File: config.mk
export PLATFORM = sky130hd
export DESIGN_NAME = seed_word_select
export DESIGN_NICKNAME = d
export VERILOG_FILES = /design/src/rtl/seed_sel_pkg.sv /design/src/rtl/seed_hold_timer.sv /design/src/rtl/seed_pattern_decode.sv /design/src/rtl/seed_word_track.sv /design/src/rtl/seed_word_select.sv
export SDC_FILE = /design/constraint.sdc
export NUM_CORES = 1
export LEC_CHECK = 0
export ABC_AREA = 0
export BUFFER_PORTS_ARGS = -buffer_cell sky130_fd_sc_hd__buf_2
export CORE_MARGIN = 8
export CORE_UTILIZATION = 30
export DETAILED_ROUTE_END_ITERATION = 10
export HOLD_SLACK_MARGIN = 0.03
export SLEW_MARGIN = 20
export SYNTH_ARGS = -nofsm -noshare
export SYNTH_HDL_FRONTEND = slang
export SYNTH_HIERARCHICAL = 1
export SYNTH_SLANG_ARGS = --single-unit
File: constraint.sdc
create_clock -name clk -period 3.6 [get_ports clk]
set_input_delay 0.54 -clock clk [delete_from_list [all_inputs] [get_ports clk]]
set_output_delay 0.54 -clock clk [all_outputs]
set_load 0.03 [all_outputs]
File: src/rtl/seed_sel_pkg.sv
package seed_sel_pkg;
  typedef enum logic [1:0] {
    SM_OFF      = 2'b00,
    SM_LIMITED  = 2'b01,
    SM_FULL     = 2'b10,
    SM_IMM_ONLY = 2'b11
  } seed_mode_e;

  localparam logic [3:0] PAT_IMM_B0 = 4'b0101;
  localparam logic [3:0] PAT_DLY_B0 = 4'b0001;
  localparam logic [3:0] PAT_IMM_B1 = 4'b1001;
  localparam logic [3:0] PAT_DLY_B1 = 4'b0011;
  localparam logic [3:0] FUNC_SEED  = 4'b1111;
endpackage

File: src/rtl/seed_hold_timer.sv
module seed_hold_timer #(
  parameter int DLY0_TICKS = 1600,
  parameter int DLY1_TICKS = 3200,
  parameter int TW = $clog2(DLY1_TICKS + 1)
) (
  input  logic       clk,
  input  logic       rst_n,
  input  logic [3:0] btn,
  input  logic       long_sel,
  input  logic       tick,
  output logic       done
);
  localparam logic [TW-1:0] LIM0 = TW'(DLY0_TICKS);
  localparam logic [TW-1:0] LIM1 = TW'(DLY1_TICKS);

  logic [TW-1:0] cnt_q, cnt_d;
  logic [3:0]    prev_q;
  logic [TW-1:0] limit;

  assign limit = long_sel ? LIM1 : LIM0;
  assign done  = (btn != 4'b0000) && (btn == prev_q) && (cnt_q >= limit);

  always_comb begin
    cnt_d = cnt_q;
    if (btn == 4'b0000 || btn != prev_q)
      cnt_d = '0;
    else if (tick && cnt_q < limit)
      cnt_d = cnt_q + 1'b1;
  end

  always_ff @(posedge clk or negedge rst_n) begin
    if (!rst_n) begin
      cnt_q  <= '0;
      prev_q <= '0;
    end else begin
      cnt_q  <= cnt_d;
      prev_q <= btn;
    end
  end

  AST_RELEASE_CLEARS: assert property (@(posedge clk) disable iff (!rst_n)
    (btn == 4'b0000) |=> (cnt_q == '0));
  AST_CHANGE_RESTARTS: assert property (@(posedge clk) disable iff (!rst_n)
    (btn != prev_q) |=> (cnt_q == '0));
endmodule

File: src/rtl/seed_pattern_decode.sv
module seed_pattern_decode
  import seed_sel_pkg::*;
#(
  parameter int CNT_W = 16,
  parameter logic [CNT_W-1:0] LIMIT = CNT_W'(16'h007F)
) (
  input  logic [3:0]       btn,
  input  logic             bank,
  input  logic [1:0]       mode,
  input  logic [CNT_W-1:0] sync_cnt,
  input  logic             hold_done,
  output logic             seed_now
);
  logic [3:0] imm_pat, dly_pat;
  logic       allowed, dly_ok, imm_hit, dly_hit;

  assign imm_pat = bank ? PAT_IMM_B1 : PAT_IMM_B0;
  assign dly_pat = bank ? PAT_DLY_B1 : PAT_DLY_B0;

  always_comb begin
    unique case (seed_mode_e'(mode))
      SM_OFF:      begin allowed = 1'b0;              dly_ok = 1'b0; end
      SM_LIMITED:  begin allowed = (sync_cnt <= LIMIT); dly_ok = 1'b1; end
      SM_FULL:     begin allowed = 1'b1;              dly_ok = 1'b1; end
      default:     begin allowed = 1'b1;              dly_ok = 1'b0; end
    endcase
  end

  assign imm_hit  = allowed && (btn == imm_pat);
  assign dly_hit  = allowed && dly_ok && (btn == dly_pat) && hold_done;
  assign seed_now = imm_hit || dly_hit;
endmodule

File: src/rtl/seed_word_track.sv
module seed_word_track
  import seed_sel_pkg::*;
(
  input  logic       clk,
  input  logic       rst_n,
  input  logic       word_start,
  input  logic [3:0] btn,
  input  logic       seed_now,
  output logic       seed_sel,
  output logic [3:0] func_code,
  output logic       guard_ext
);
  logic       seed_q, seed_d, guard_q, guard_d, burst_q, burst_d;
  logic [3:0] func_q, func_d;
  logic       upd_en;

  assign upd_en = word_start || (btn == 4'b0000);

  always_comb begin
    seed_d  = seed_q;
    guard_d = guard_q;
    burst_d = burst_q;
    func_d  = func_q;
    if (btn == 4'b0000) begin
      seed_d  = 1'b0;
      guard_d = 1'b0;
      burst_d = 1'b0;
      func_d  = 4'b0000;
    end else if (word_start) begin
      seed_d  = seed_now;
      guard_d = seed_now && burst_q && !seed_q;
      burst_d = 1'b1;
      func_d  = seed_now ? FUNC_SEED : btn;
    end
  end

  always_ff @(posedge clk or negedge rst_n) begin
    if (!rst_n) begin
      seed_q  <= 1'b0;
      guard_q <= 1'b0;
      burst_q <= 1'b0;
      func_q  <= 4'b0000;
    end else if (upd_en) begin
      seed_q  <= seed_d;
      guard_q <= guard_d;
      burst_q <= burst_d;
      func_q  <= func_d;
    end
  end

  assign seed_sel  = seed_q;
  assign guard_ext = guard_q;
  assign func_code = func_q;

  AST_GUARD_ONLY_ON_SEED: assert property (@(posedge clk) disable iff (!rst_n)
    guard_ext |-> seed_sel);
  AST_GUARD_AFTER_HOP: assert property (@(posedge clk) disable iff (!rst_n)
    (word_start && btn != 4'b0000 && seed_q) |=> !guard_ext);
endmodule

File: src/rtl/seed_word_select.sv
module seed_word_select #(
  parameter int DLY0_TICKS = 1600,
  parameter int DLY1_TICKS = 3200,
  parameter int CNT_W      = 16,
  parameter int SEED_LIMIT = 127
) (
  input  logic             clk,
  input  logic             rst_n,
  input  logic [3:0]       btn,
  input  logic             seed_bank,
  input  logic [1:0]       seed_mode,
  input  logic [CNT_W-1:0] sync_cnt,
  input  logic             ms_tick,
  input  logic             word_start,
  output logic             seed_sel,
  output logic [3:0]       func_code,
  output logic             guard_ext
);
  localparam int TW = $clog2(DLY1_TICKS + 1);
  localparam logic [CNT_W-1:0] LIMIT = CNT_W'(SEED_LIMIT);

  logic hold_done, seed_now;

  seed_hold_timer #(.DLY0_TICKS(DLY0_TICKS), .DLY1_TICKS(DLY1_TICKS), .TW(TW)) u_timer (
    .clk(clk), .rst_n(rst_n), .btn(btn), .long_sel(seed_bank),
    .tick(ms_tick), .done(hold_done)
  );

  seed_pattern_decode #(.CNT_W(CNT_W), .LIMIT(LIMIT)) u_dec (
    .btn(btn), .bank(seed_bank), .mode(seed_mode), .sync_cnt(sync_cnt),
    .hold_done(hold_done), .seed_now(seed_now)
  );

  seed_word_track u_track (
    .clk(clk), .rst_n(rst_n), .word_start(word_start), .btn(btn),
    .seed_now(seed_now), .seed_sel(seed_sel), .func_code(func_code),
    .guard_ext(guard_ext)
  );

  AST_MODE_OFF_NO_SEED: assert property (@(posedge clk) disable iff (!rst_n)
    (word_start && seed_mode == 2'b00) |=> !seed_sel);
  AST_LIMIT_ABOVE_NO_SEED: assert property (@(posedge clk) disable iff (!rst_n)
    (word_start && seed_mode == 2'b01 && sync_cnt > LIMIT) |=> !seed_sel);
  AST_NOMATCH_HOP: assert property (@(posedge clk) disable iff (!rst_n)
    (word_start && btn != 4'b0101 && btn != 4'b1001 && btn != 4'b0001 && btn != 4'b0011)
      |=> !seed_sel);
  AST_SEED_FUNC_ONES: assert property (@(posedge clk) disable iff (!rst_n)
    seed_sel |-> (func_code == 4'b1111));
endmodule

==> results of run 1 <==
power groups by stage:
stage                     Combinational, mW  Sequential (mW)  Clock [mW]
after floorplan                      0.0371            0.291           0
after global placement               0.0888            0.278           0
after detailed placement             0.0898            0.278           0
after CTS                            0.0900            0.273       0.171
after global routing                 0.0990            0.274       0.180
final                                0.0888            0.273       0.167
worst paths after layout:
| path | to | startpoint | slack [ps] | depth (start not counted) |
|---|---|---|---|---|
| min in group clk | u_timer/prev_q[0] | btn[0] | 480 | 1 |
| worst max register to register | u_track/func_code[2] | u_timer/prev_q[2] | 1050 | 8 |
| worst max-delay path | u_track/func_code[2] | btn[2] | 970 | 9 |
| worst min-delay path | u_timer/cnt_q[11] | rst_n | 230 | 1 |
| max in group asynchronous | u_timer/prev_q[3] | rst_n | 3000 | 1 |
| worst min register to register | u_track/burst_q | u_track/burst_q | 500 | 2 |
registers in the layout (all words and copies together), names as in the netlist:
signal,count
u_timer/prev_q,4
u_timer/cnt_q,12
u_track/seed_sel,1
u_track/func_code,4
u_track/guard_ext,1
u_track/burst_q,1
metal layers:
layer	track usage, %	part of all wire [%]	vias up
li1	-	-	624
met1	12.5	48	587
met2	15.3	48	20
met3	1.91	3.6	2
met5	0	0	-
met4	5.57	1.2	0
cell type report:
class,count,area [sq um],area share [%]
well taps,67,83.8,4.92
inverters,9,33.8,1.98
clock inverters,1,5.00,0.294
multi-input cells,116,823,48.3
flip-flops and latches,23,576,33.8
repair buffers,27,140,8.23
clock buffers,3,41.3,2.42
synthesized netlist by cell type (2+ instances only):
cell | instances | share of area [%]
nand3_1 | 9 | 3.1
nor2b_1 | 2 | 0.85
nor2_1 | 15 | 3.8
o21ai_0 | 3 | 1.0
o31ai_1 | 6 | 3.1
nand4b_1 | 3 | 1.8
nand4_1 | 4 | 1.7
ha_1 | 8 | 6.8
nor3_1 | 3 | 1.0
or3_1 | 5 | 2.1
a21oi_1 | 9 | 3.1
and4_1 | 2 | 1.2
buf_2 | 2 | 0.68
xnor2_1 | 4 | 2.4
a211oi_1 | 4 | 2.0
and3_1 | 3 | 1.3
nor4_2 | 3 | 2.6
inv_1 | 9 | 2.3
nand2_1 | 6 | 1.5
mux2i_1 | 6 | 4.1
nor4_1 | 3 | 1.3
or4_1 | 5 | 2.6
dfrtp_1 | 23 | 39
stage by stage:
step / std cells / setup slack, ps
2_1_floorplan: 153 / 1340
3_3_place_gp: 242 / 644
3_5_place_dp: 242 / 630
4_1_cts: 246 / 961
5_1_grt: 246 / 657
6_report: 246 / 971
layout by cell type (no fill, tap or decap), types with 4 or more instances in the layout:
cell and n:
a211oi_1 4, a21oi_1 9, buf_2 25, dfrtp_1 23, ha_1 8, inv_1 9
mux2i_1 6, nand2_1 6, nand3_1 9, nand4_1 4, nor2_1 15, o31ai_1 6
or3_1 5, or4_1 5, xnor2_1 4
logic make-up after synthesis:
group,count (synthesis)
AOI/OAI and AO/OA,28
xor gates and xnor gates,5
adders and majority gates,8
buffers and inverters,14
DFF,23
muxes,7
and+or+nand+nor,68
critical path, delay by kind of cell:
family,cells,cell delay (ps)
compound gates,4,1170
xor+xnor,1,220
buf+inv,1,150
simple gates,3,730
==> metrics.txt, run 1 <==
Comb pwr share=16.8%; vias in the first global route=1252; Post-Syn Area per Cell=9.58 sq um; register area share after synthesis=39.3%; Starting Density=31.0%; mux cell area share after synthesis=4.87%; Routed WL=3380 um; Top Ports=33; RePlAce Congestion=0.840; clock skew=5.28 ps; H-tree lvl count=1; total CTS buffers=3; switch share=28.7%; layout cells sized above 1=21.8%; Pwr Total=528 uW; CTS tree=yes; Core Area=4720 sq um; EDFF count, synth=0; DR vias=1233; Setup Fix Bufs, Post-CTS=0; Worst Hold Slack=234 ps; ys async rst share=100%; Worst-Skew Late Latency=270 ps; GRT overflow=0; fin crit period=2630 ps; MaxCap Viol Count=0; post_cts resized=0; die area=7380 sq um; dpl hpwl=2490 um; post-synthesis cell count=153; main combinational cell family by area after synthesis=simple AND/OR/NAND/NOR gates; critical path capture point type=flop; crit-path max FO=7; relative slew slack=52.0%; Max Fclk=380 MHz; clk sinks=23; Compound-Gate Fraction of Synth Area=13.2%; CTS max path bufs=2; synth warn=6; placed cell area=1660 sq um; post-route clock period utilization=73.0%; Arr. time, crit path=2810 ps; clock power share=31.6%; crit-path max cell delay=580 ps; TNS Setup=0 ps; Final Hold Fails=0; worst slew pin tran=719 ps; Hold WC Path Type=primary input to asynchronous set/reset pin; xor-xnor portion of the synthesized cell area=2.99%; Clock Tree Root=clkbuf_8; die height=85.9 um; sequential power share=51.6%; number of routed nets with antenna violations=0; syn_nets=188; Post-synth top flop=dfrtp_1; antenna violations before repair=0; buffers added on ports=25; Ant. Diodes=0; Yosys reg bits=23; largest net degree at the start of global routing=24; die width=85.9 um; RSZ-0062 raised after global routing=false; status=finished clean; row cnt=25; Iter 0 DRT Violations=77; first-pass GRT wire length=5980 um; Pins Over Slew Limit=0; cell area after layout=1700 sq um; global-route usage over all layers=9.90%; Post-Synth Adder-Cell Area=6.83%; # fillers=494; DRC violations left=0; Max stage delay cell, worst path=a2111oi_2; Netlist cell types=39; fin util=36.1%; drt wl/cell=13.7 um; CTS clk-pin slew, worst paths=90 ps; Synth Area in Simple Gates=28.3%; area grow syn2layout=16.2%; Setup CP Type=primary input to flop; Pint=377 uW; Final #Nets=215; cells along the critical path=buf_2 > xnor2_1 > and3_1 > nand2_1 > a21oi_1 > a311oi_1 > a2111oi_2 > nor2_1 > a211oi_1; P_sw=151 uW; crit path launch type=primary input; synthesized area=1470 sq um; vias per cell=5.01; LEAKAGE=0.705 nW; Worst VDD drop=0.124 mV; Power Density=310 nW/um^2; Setup Viol. Count Final=0; cts hold-fix bufs=0; Worst Path Required=3780 ps; DRT Pass-1 Iters=4
No activity file was read; power rests on OpenSTA's default activity.
==> run 2: changes to the inputs <==
ABC_AREA = 1   (was 0)
clock period = 2.35 ns   (was 3.6 ns; I/O delays follow)
==> run 2 against run 1 <==
Critical path depth up 5. Clock power up 56%. Final cell count rose by 37%. Via count increased by 19%. Global-route usage is 0.66 points lower. Synthesized cell count up 55%. Register-to-register slack worse by 820 ps. Worst setup slack worse by 750 ps. Die area increased by 13%. Final area grew 14%. Sequential share of layout area decreased by 4.2 points. Critical path type is now flop to flop.
==> metrics.txt, run 2 <==
status=finished clean (unchanged); ranking of synthesized cells by area=dfrtp_1 34%, nand2_1 16%, inv_1 8.1% (was dfrtp_1 39%, ha_1 6.8%, mux2i_1 4.1%); Max Fclk=471 MHz; post-route clock period utilization=90.4%; EDFF count, synth=0 (unchanged); GRT overflow=0 (unchanged); critical path's top delay family=simple AND/OR/NAND/NOR gates (was compound AO/OA/AOI/OAI gates); max reg flops=12 (unchanged); Largest Register=u_timer/cnt_q (unchanged); synth warn=6 (unchanged); largest net degree at the start of global routing=24 (unchanged); Clock Tree Root=clkbuf_8 (unchanged); commonest non-fill, non-tap cell in the layout=nand2_1 (was buf_2); Post-synth top flop=dfrtp_1 (unchanged); crit path launch type=flop (was primary input); vias in the first global route=1469 (was 1252); clock skew=1.93 ps (was 5.28 ps); Setup Viol. Count Final=0 (unchanged); relative slew slack=63.5% (was 52.0%); critical path capture point type=flop (unchanged); Top Ports=33 (unchanged); Starting Density=31.0% (about the same); most frequent cells in the layout=72 x nand2_1, 37 x inv_1, 25 x buf_2, 24 x nor2_1, 23 x dfrtp_1 (was 25 x buf_2, 23 x dfrtp_1, 15 x nor2_1); clk sinks=23 (unchanged); Final #Nets=301 (was 215); vias per cell=4.34 (was 5.01); RePlAce Congestion=0.747 (was 0.840); register area share after synthesis=33.7% (was 39.3%); Ant. Diodes=0 (unchanged); CP most frequent cell=nand2_1; synthesized area=1710 sq um (was 1470 sq um); RSZ-0062 raised after global routing=false (unchanged); Iter 0 DRT Violations=51 (was 77); Yosys top cell by area=dfrtp_1 (unchanged); Max stage delay cell, worst path=dfrtp_1 (was a2111oi_2); Post-Syn Area per Cell=7.20 sq um (was 9.58 sq um); drt wl/cell=11.0 um (was 13.7 um); buffers added on ports=25 (unchanged); dpl hpwl=2900 um (was 2490 um); Core Area=5510 sq um (was 4720 sq um); Worst Path Required=2510 ps (was 3780 ps); Register Area=576 sq um (unchanged); area of the multi-input gates=941 sq um (was 823 sq um); CTS clk-pin slew, worst paths=90 ps (about the same); die height=91.4 um (was 85.9 um); area grow syn2layout=14.1% (was 16.2%); layout cells sized above 1=23.0% (was 21.8%); CP Buf/Inv Count=0 (was 1); Setup CP Type=flop to flop (was primary input to flop); Hold WC Path Type=primary input to asynchronous set/reset pin (unchanged); ys async rst share=100% (unchanged); Power Density=422 nW/um^2 (was 310 nW/um^2); CTS tree=yes (unchanged); most numerous cell in the Yosys netlist=nand2_1 (was dfrtp_1); # fillers=599 (was 494); DR vias=1464 (was 1233); H-tree lvl count=1 (unchanged); DRT Pass-1 Iters=4 (unchanged); die area=8360 sq um (was 7380 sq um); Worst VDD drop=0.204 mV (was 0.124 mV); Pins Over Slew Limit=0 (unchanged); DRC violations left=0 (unchanged); Final Hold Fails=0 (unchanged); leading cell types by count after synthesis=72 x nand2_1, 37 x inv_1, 25 x nor2_1, 23 x dfrtp_1, 15 x nand3_1 (was 23 x dfrtp_1, 15 x nor2_1, 9 x a21oi_1, 9 x inv_1, 9 x nand3_1); antenna violations before repair=0 (unchanged); syn_nets=272 (was 188); post-synthesis cell count=237 (was 153); cells along the critical path=ha_1 > nand2_1 > nand2_1 > a21oi_4 > nand2_1 > a21oi_1 > nor2_1 > nand2_1 > nand3b_1 > nand2_1 > nand2_1 > nor2_2 > o21ai_0 > a21oi_1 (was buf_2 > xnor2_1 > and3_1 > nand2_1 > a21oi_1 > a311oi_1 > a2111oi_2 > nor2_1 > a211oi_1); MaxCap Viol Count=0 (unchanged); first-pass GRT wire length=6670 um (was 5980 um); worst slew pin tran=548 ps (was 719 ps); global-route usage over all layers=9.24% (was 9.90%); die width=91.4 um (was 85.9 um); post-synth top area share=33.7% (was 39.3%); number of routed nets with antenna violations=0 (unchanged); row cnt=27 (was 25); Netlist cell types=25 (was 39); Arr. time, crit path=2280 ps (was 2810 ps); LEAKAGE=1.05 nW (was 0.705 nW); CTS max path bufs=2 (unchanged); fin crit period=2120 ps; crit-path max FO=5 (was 7); TNS Setup=0 ps (unchanged); Setup Fix Bufs, Post-CTS=0 (unchanged); worst slack, placed=79.3 ps (was 630 ps); Routed WL=3690 um (was 3380 um); total CTS buffers=3 (unchanged); Worst-Skew Late Latency=270 ps (about the same); Yosys reg bits=23 (unchanged); final worst setup slack=226 ps (was 971 ps); crit-path max cell delay=460 ps (was 580 ps)
run 2: cell types whose count changed in the layout (fill, tap and decap cells not counted), sizes merged, moves of 5 or more:
cell / previous run / this run
nor2: 15 / 31
nand3: 9 / 26
mux2i: 6 / 0
or3: 5 / 0
o31ai: 6 / 0
nand2: 6 / 77
or4: 5 / 0
inv: 9 / 42
nor4: 7 / 0
run 2: cell type report:
type	count	share of cell area, %
clock buffers	3	2.12
clock inverters	1	0.257
inverters	43	8.29
multi-input cells	169	48.3
flip-flops and latches	23	29.6
well taps	72	4.63
repair buffers	26	6.81
run 2: path summary, 6_finish.rpt:
check                                 start              endpoint  slack [ps]  depth (start not counted)
min                                   rst_n     u_timer/cnt_q[11]          60                          1
max reg2reg                u_timer/cnt_q[9]  u_track/func_code[3]         230                         14
max in group asynchronous             rst_n     u_timer/prev_q[2]        1930                          1
min reg2reg                 u_track/burst_q       u_track/burst_q         530                          2
max                        u_timer/cnt_q[9]  u_track/func_code[3]         230                         14
min in group clk                     btn[0]     u_timer/prev_q[0]         260                          1
run 2: layer usage:
layer  vias to the layer above  share of wire (%)  track usage, %  wire (um)
li1                        785                  -               -          -
met1                       653                 48            11.3       1770
met2                        24                 48            16.2       1760
met3                         2                4.3            2.63        158
met4                         0               0.11           0.682          4
met5                         -                  0               0          0
run 2: per-stage QoR:
step                      util (%)  power (mW)  hold slack [ps]  cells  area, sq um
after floorplan                  -       0.519             56.9    237         1710
final                         35.4       0.821             57.6    337         1950
after global placement        34.5       0.569              376    333         1900
after CTS                     35.3       0.836             78.1    337         1940
after detailed placement      34.5       0.572              382    333         1900
after global routing          35.4       0.869             90.6    337         1950
run 2: logic make-up (layout without fill, tap and decap cells):
logic type / after synthesis / in the layout / synth area share [%]
AND/OR/NAND/NOR: 138 / 138 / 39.4
buffers and inverters: 45 / 73 / 11.3
flip-flops: 23 / 23 / 33.7
AO/OA/AOI/OAI: 17 / 17 / 6.67
adder cells (fa/ha/maj): 8 / 8 / 5.87
XOR/XNOR: 6 / 6 / 3.08
run 2: repair_timing:
item / in CTS / in global routing
hold buffers: 0 / 0
endpoints found under the setup margin: 0 / 2
resized for setup: 0 / 1
hold endpoints to repair: 0 / 0
run 2: report_power, final:
group	switching (mW)	internal [mW]
Combinational	0.0970	0.0463
Sequential	0.00788	0.410
Clock	0.141	0.119
Total	0.246	0.575
==> run 3: changes to the inputs <==
CTS_CLUSTER_SIZE = 30   (was default)
MAX_ROUTING_LAYER = met4   (was default)
SETUP_SLACK_MARGIN = 0.3   (was default)
==> run 3 against run 2 <==
Utilization rose by 2.2 points. Worst setup slack improved by 130 ps. Global-route usage rose by 0.38 points. Die area did not move. Critical endpoint is now u_track/guard_ext. Highest routed layer unchanged. Combinational power rose by 6%. Worst hold slack got worse by 3.5 ps.
==> metrics.txt, run 3 (same netlist as run 2, synthesis figures left out) <==
Max Fclk=501 MHz (was 471 MHz); Power Density=401 nW/um^2 (was 422 nW/um^2); row cnt=27 (unchanged); max reg flops=12 (unchanged); Pint=578 uW (was 575 uW); antenna violations before repair=0 (unchanged); CTS max path bufs=2 (unchanged); Worst VDD drop=0.166 mV (was 0.204 mV); clock power share=31.3% (was 31.7%); RePlAce Congestion=0.757 (was 0.747); Pins Over Slew Limit=0 (unchanged); status=finished clean (unchanged); CP most frequent cell=nand2_2 (was nand2_1); DRC violations left=0 (unchanged); Pwr Total=828 uW (was 821 uW); Final Hold Fails=0 (unchanged); area grow syn2layout=21.2% (was 14.1%); clock skew=2.45 ps (was 1.93 ps); worst slack, placed=79.3 ps (unchanged); TNS Setup=0 ps (unchanged); CTS tree=yes (unchanged); Comb pwr share=18.3% (was 17.5%); Iter 0 DRT Violations=37 (was 51); switch share=30.2% (was 30.0%); cts hold-fix bufs=0 (unchanged); commonest non-fill, non-tap cell in the layout=nand2_1 (unchanged); critical path capture point type=flop (unchanged); buffers added on ports=25 (unchanged); post-route clock period utilization=84.9% (was 90.4%); largest net degree at the start of global routing=24 (unchanged); GRT overflow=0 (unchanged); crit path launch type=flop (unchanged); Core Area=5510 sq um (unchanged); crit-path max FO=5 (unchanged); drt wl/cell=11.0 um (about the same); dpl hpwl=2900 um (unchanged); Top Ports=33 (unchanged); die height=91.4 um (unchanged); area of the multi-input gates=1010 sq um (was 941 sq um); # fillers=585 (was 599); worst slew pin tran=542 ps (was 548 ps); die area=8360 sq um (unchanged); Clock Tree Root=clkbuf_8 (unchanged); RSZ-0062 raised after global routing=true (was false); LEAKAGE=1.08 nW (was 1.05 nW); relative slew slack=63.9% (was 63.5%); number of routed nets with antenna violations=0 (unchanged); most frequent cells in the layout=67 x nand2_1, 37 x inv_1, 25 x buf_2, 24 x nor2_1, 21 x dfrtp_1 (was 72 x nand2_1, 37 x inv_1, 25 x buf_2, 24 x nor2_1, 23 x dfrtp_1); final worst setup slack=354 ps (was 226 ps); fin cells=343 (was 337); Worst Hold Slack=54.1 ps (was 57.6 ps); Worst-Skew Late Latency=270 ps (about the same); Max stage delay cell, worst path=dfrtp_2 (was dfrtp_1); MaxCap Viol Count=0 (unchanged); DR vias=1510 (was 1464); cells along the critical path=ha_4 > nand2_4 > nor2_4 > nand2_2 > nand2_2 > a21oi_2 > nor2_1 > nand2_1 > nand3b_1 > nand2_1 > nand2_2 > nor2_4 > nand2_2 > clkinv_1 > nand2_1 > a21oi_2 (was ha_1 > nand2_1 > nand2_1 > a21oi_4 > nand2_1 > a21oi_1 > nor2_1 > nand2_1 > nand3b_1 > nand2_1 > nand2_1 > nor2_2 > o21ai_0 > a21oi_1); clk sinks=23 (unchanged); Largest Register=u_timer/cnt_q (unchanged); die width=91.4 um (unchanged); vias in the first global route=1488 (was 1469); Setup Viol. Count Final=0 (unchanged); Arr. time, crit path=2200 ps (was 2280 ps); crit-path max cell delay=430 ps (was 460 ps); Ant. Diodes=0 (unchanged); Worst Path Required=2560 ps (was 2510 ps); Setup CP Type=flop to flop (unchanged); Register Area=578 sq um (was 576 sq um); Routed WL=3790 um (was 3690 um); layout cells sized above 1=28.8% (was 23.0%); Final #Nets=307 (was 301); global-route usage over all layers=9.62% (was 9.24%); CTS clk-pin slew, worst paths=90 ps (about the same); total CTS buffers=3 (unchanged); first-pass GRT wire length=6720 um (was 6670 um); fin crit period=2000 ps (was 2120 ps); DRT Pass-1 Iters=4 (unchanged); P_sw=250 uW (was 246 uW); Inst Count DP=333 (unchanged); vias per cell=4.40 (was 4.34); Hold WC Path Type=primary input to asynchronous set/reset pin (unchanged); Starting Density=31.0% (unchanged); sequential power share=50.4% (was 50.9%); H-tree lvl count=1 (unchanged)
-- run 3: cell types whose count changed in the layout (fill, tap and decap cells not counted) --
cell | before | now
o21ai_0 | 6 | 2
nand2_2 | 5 | 8
o21ai_1 | 1 | 5
nand2_1 | 72 | 67
ha_1 | 8 | 5
dfrtp_1 | 23 | 21
nor2_4 | 4 | 6
a21oi_2 | 1 | 2
nand2_4 | 0 | 2
dfrtp_2 | 0 | 2
a21oi_1 | 7 | 6
ha_4 | 0 | 3
nor2_2 | 3 | 1
buf_4 | 1 | 7
-- run 3: worst max-delay path: cells and delay by family, from the launching register on --
family                   cells  cell delay, ps
flip-flops                   1             430
AO/OA/AOI/OAI                2             140
adder cells (fa/ha/maj)      1             280
AND/OR/NAND/NOR             12            1030
buffers and inverters        1              50
-- run 3: timing repair --
action / CTS / global route
setup buffers: 3 / 3
resized for setup: 4 / 16
setup endpoints to repair: 6 / 6
pin swaps: 1 / 4
-- run 3: through the flow --
| stage | area (sq um) | util, % |
|---|---|---|
| 2_1_floorplan | 1710 | - |
| 6_report | 2070 | 37.6 |
| 4_1_cts | 1980 | 35.9 |
| 5_1_grt | 2070 | 37.6 |
| 3_5_place_dp | 1900 | 34.5 |
| 3_3_place_gp | 1900 | 34.5 |
-- run 3: layout make-up --
| type | instances | share of cell area (%) |
|---|---|---|
| inverter | 43 | 7.80 |
| clock inverter | 1 | 0.242 |
| tap | 72 | 4.36 |
| clock buffer | 3 | 2.00 |
| sequential | 23 | 27.9 |
| multi-input combinational | 169 | 49.1 |
| timing repair buffer | 32 | 8.59 |
-- run 3: final timing paths --
path | start | to | slack, ps | depth (start not counted)
max in group asynchronous | rst_n | u_timer/cnt_q[7] | 1910 | 1
worst max-delay path | u_timer/cnt_q[9] | u_track/guard_ext | 350 | 16
worst max register to register | u_timer/cnt_q[9] | u_track/guard_ext | 350 | 16
min in group clk | btn[0] | u_timer/prev_q[0] | 260 | 1
worst min-delay path | rst_n | u_timer/cnt_q[11] | 50 | 1
worst min register to register | u_track/burst_q | u_track/burst_q | 530 | 2
-- run 3: metal layers --
metal	routed length [um]	global-route usage [%]
met5	0	-
met4	7	0.682
met3	184	2.63
met2	1890	16.4
met1	1710	11.4
-- run 3: power by group through the flow --
stage               combinational, mW  sequential (mW)  clock, mW
finish                          0.151            0.417      0.260
global route                    0.170            0.420      0.290
CTS                             0.148            0.418      0.272
detailed placement              0.146            0.426          0
global placement                0.144            0.425          0
floorplan                      0.0758            0.443          0
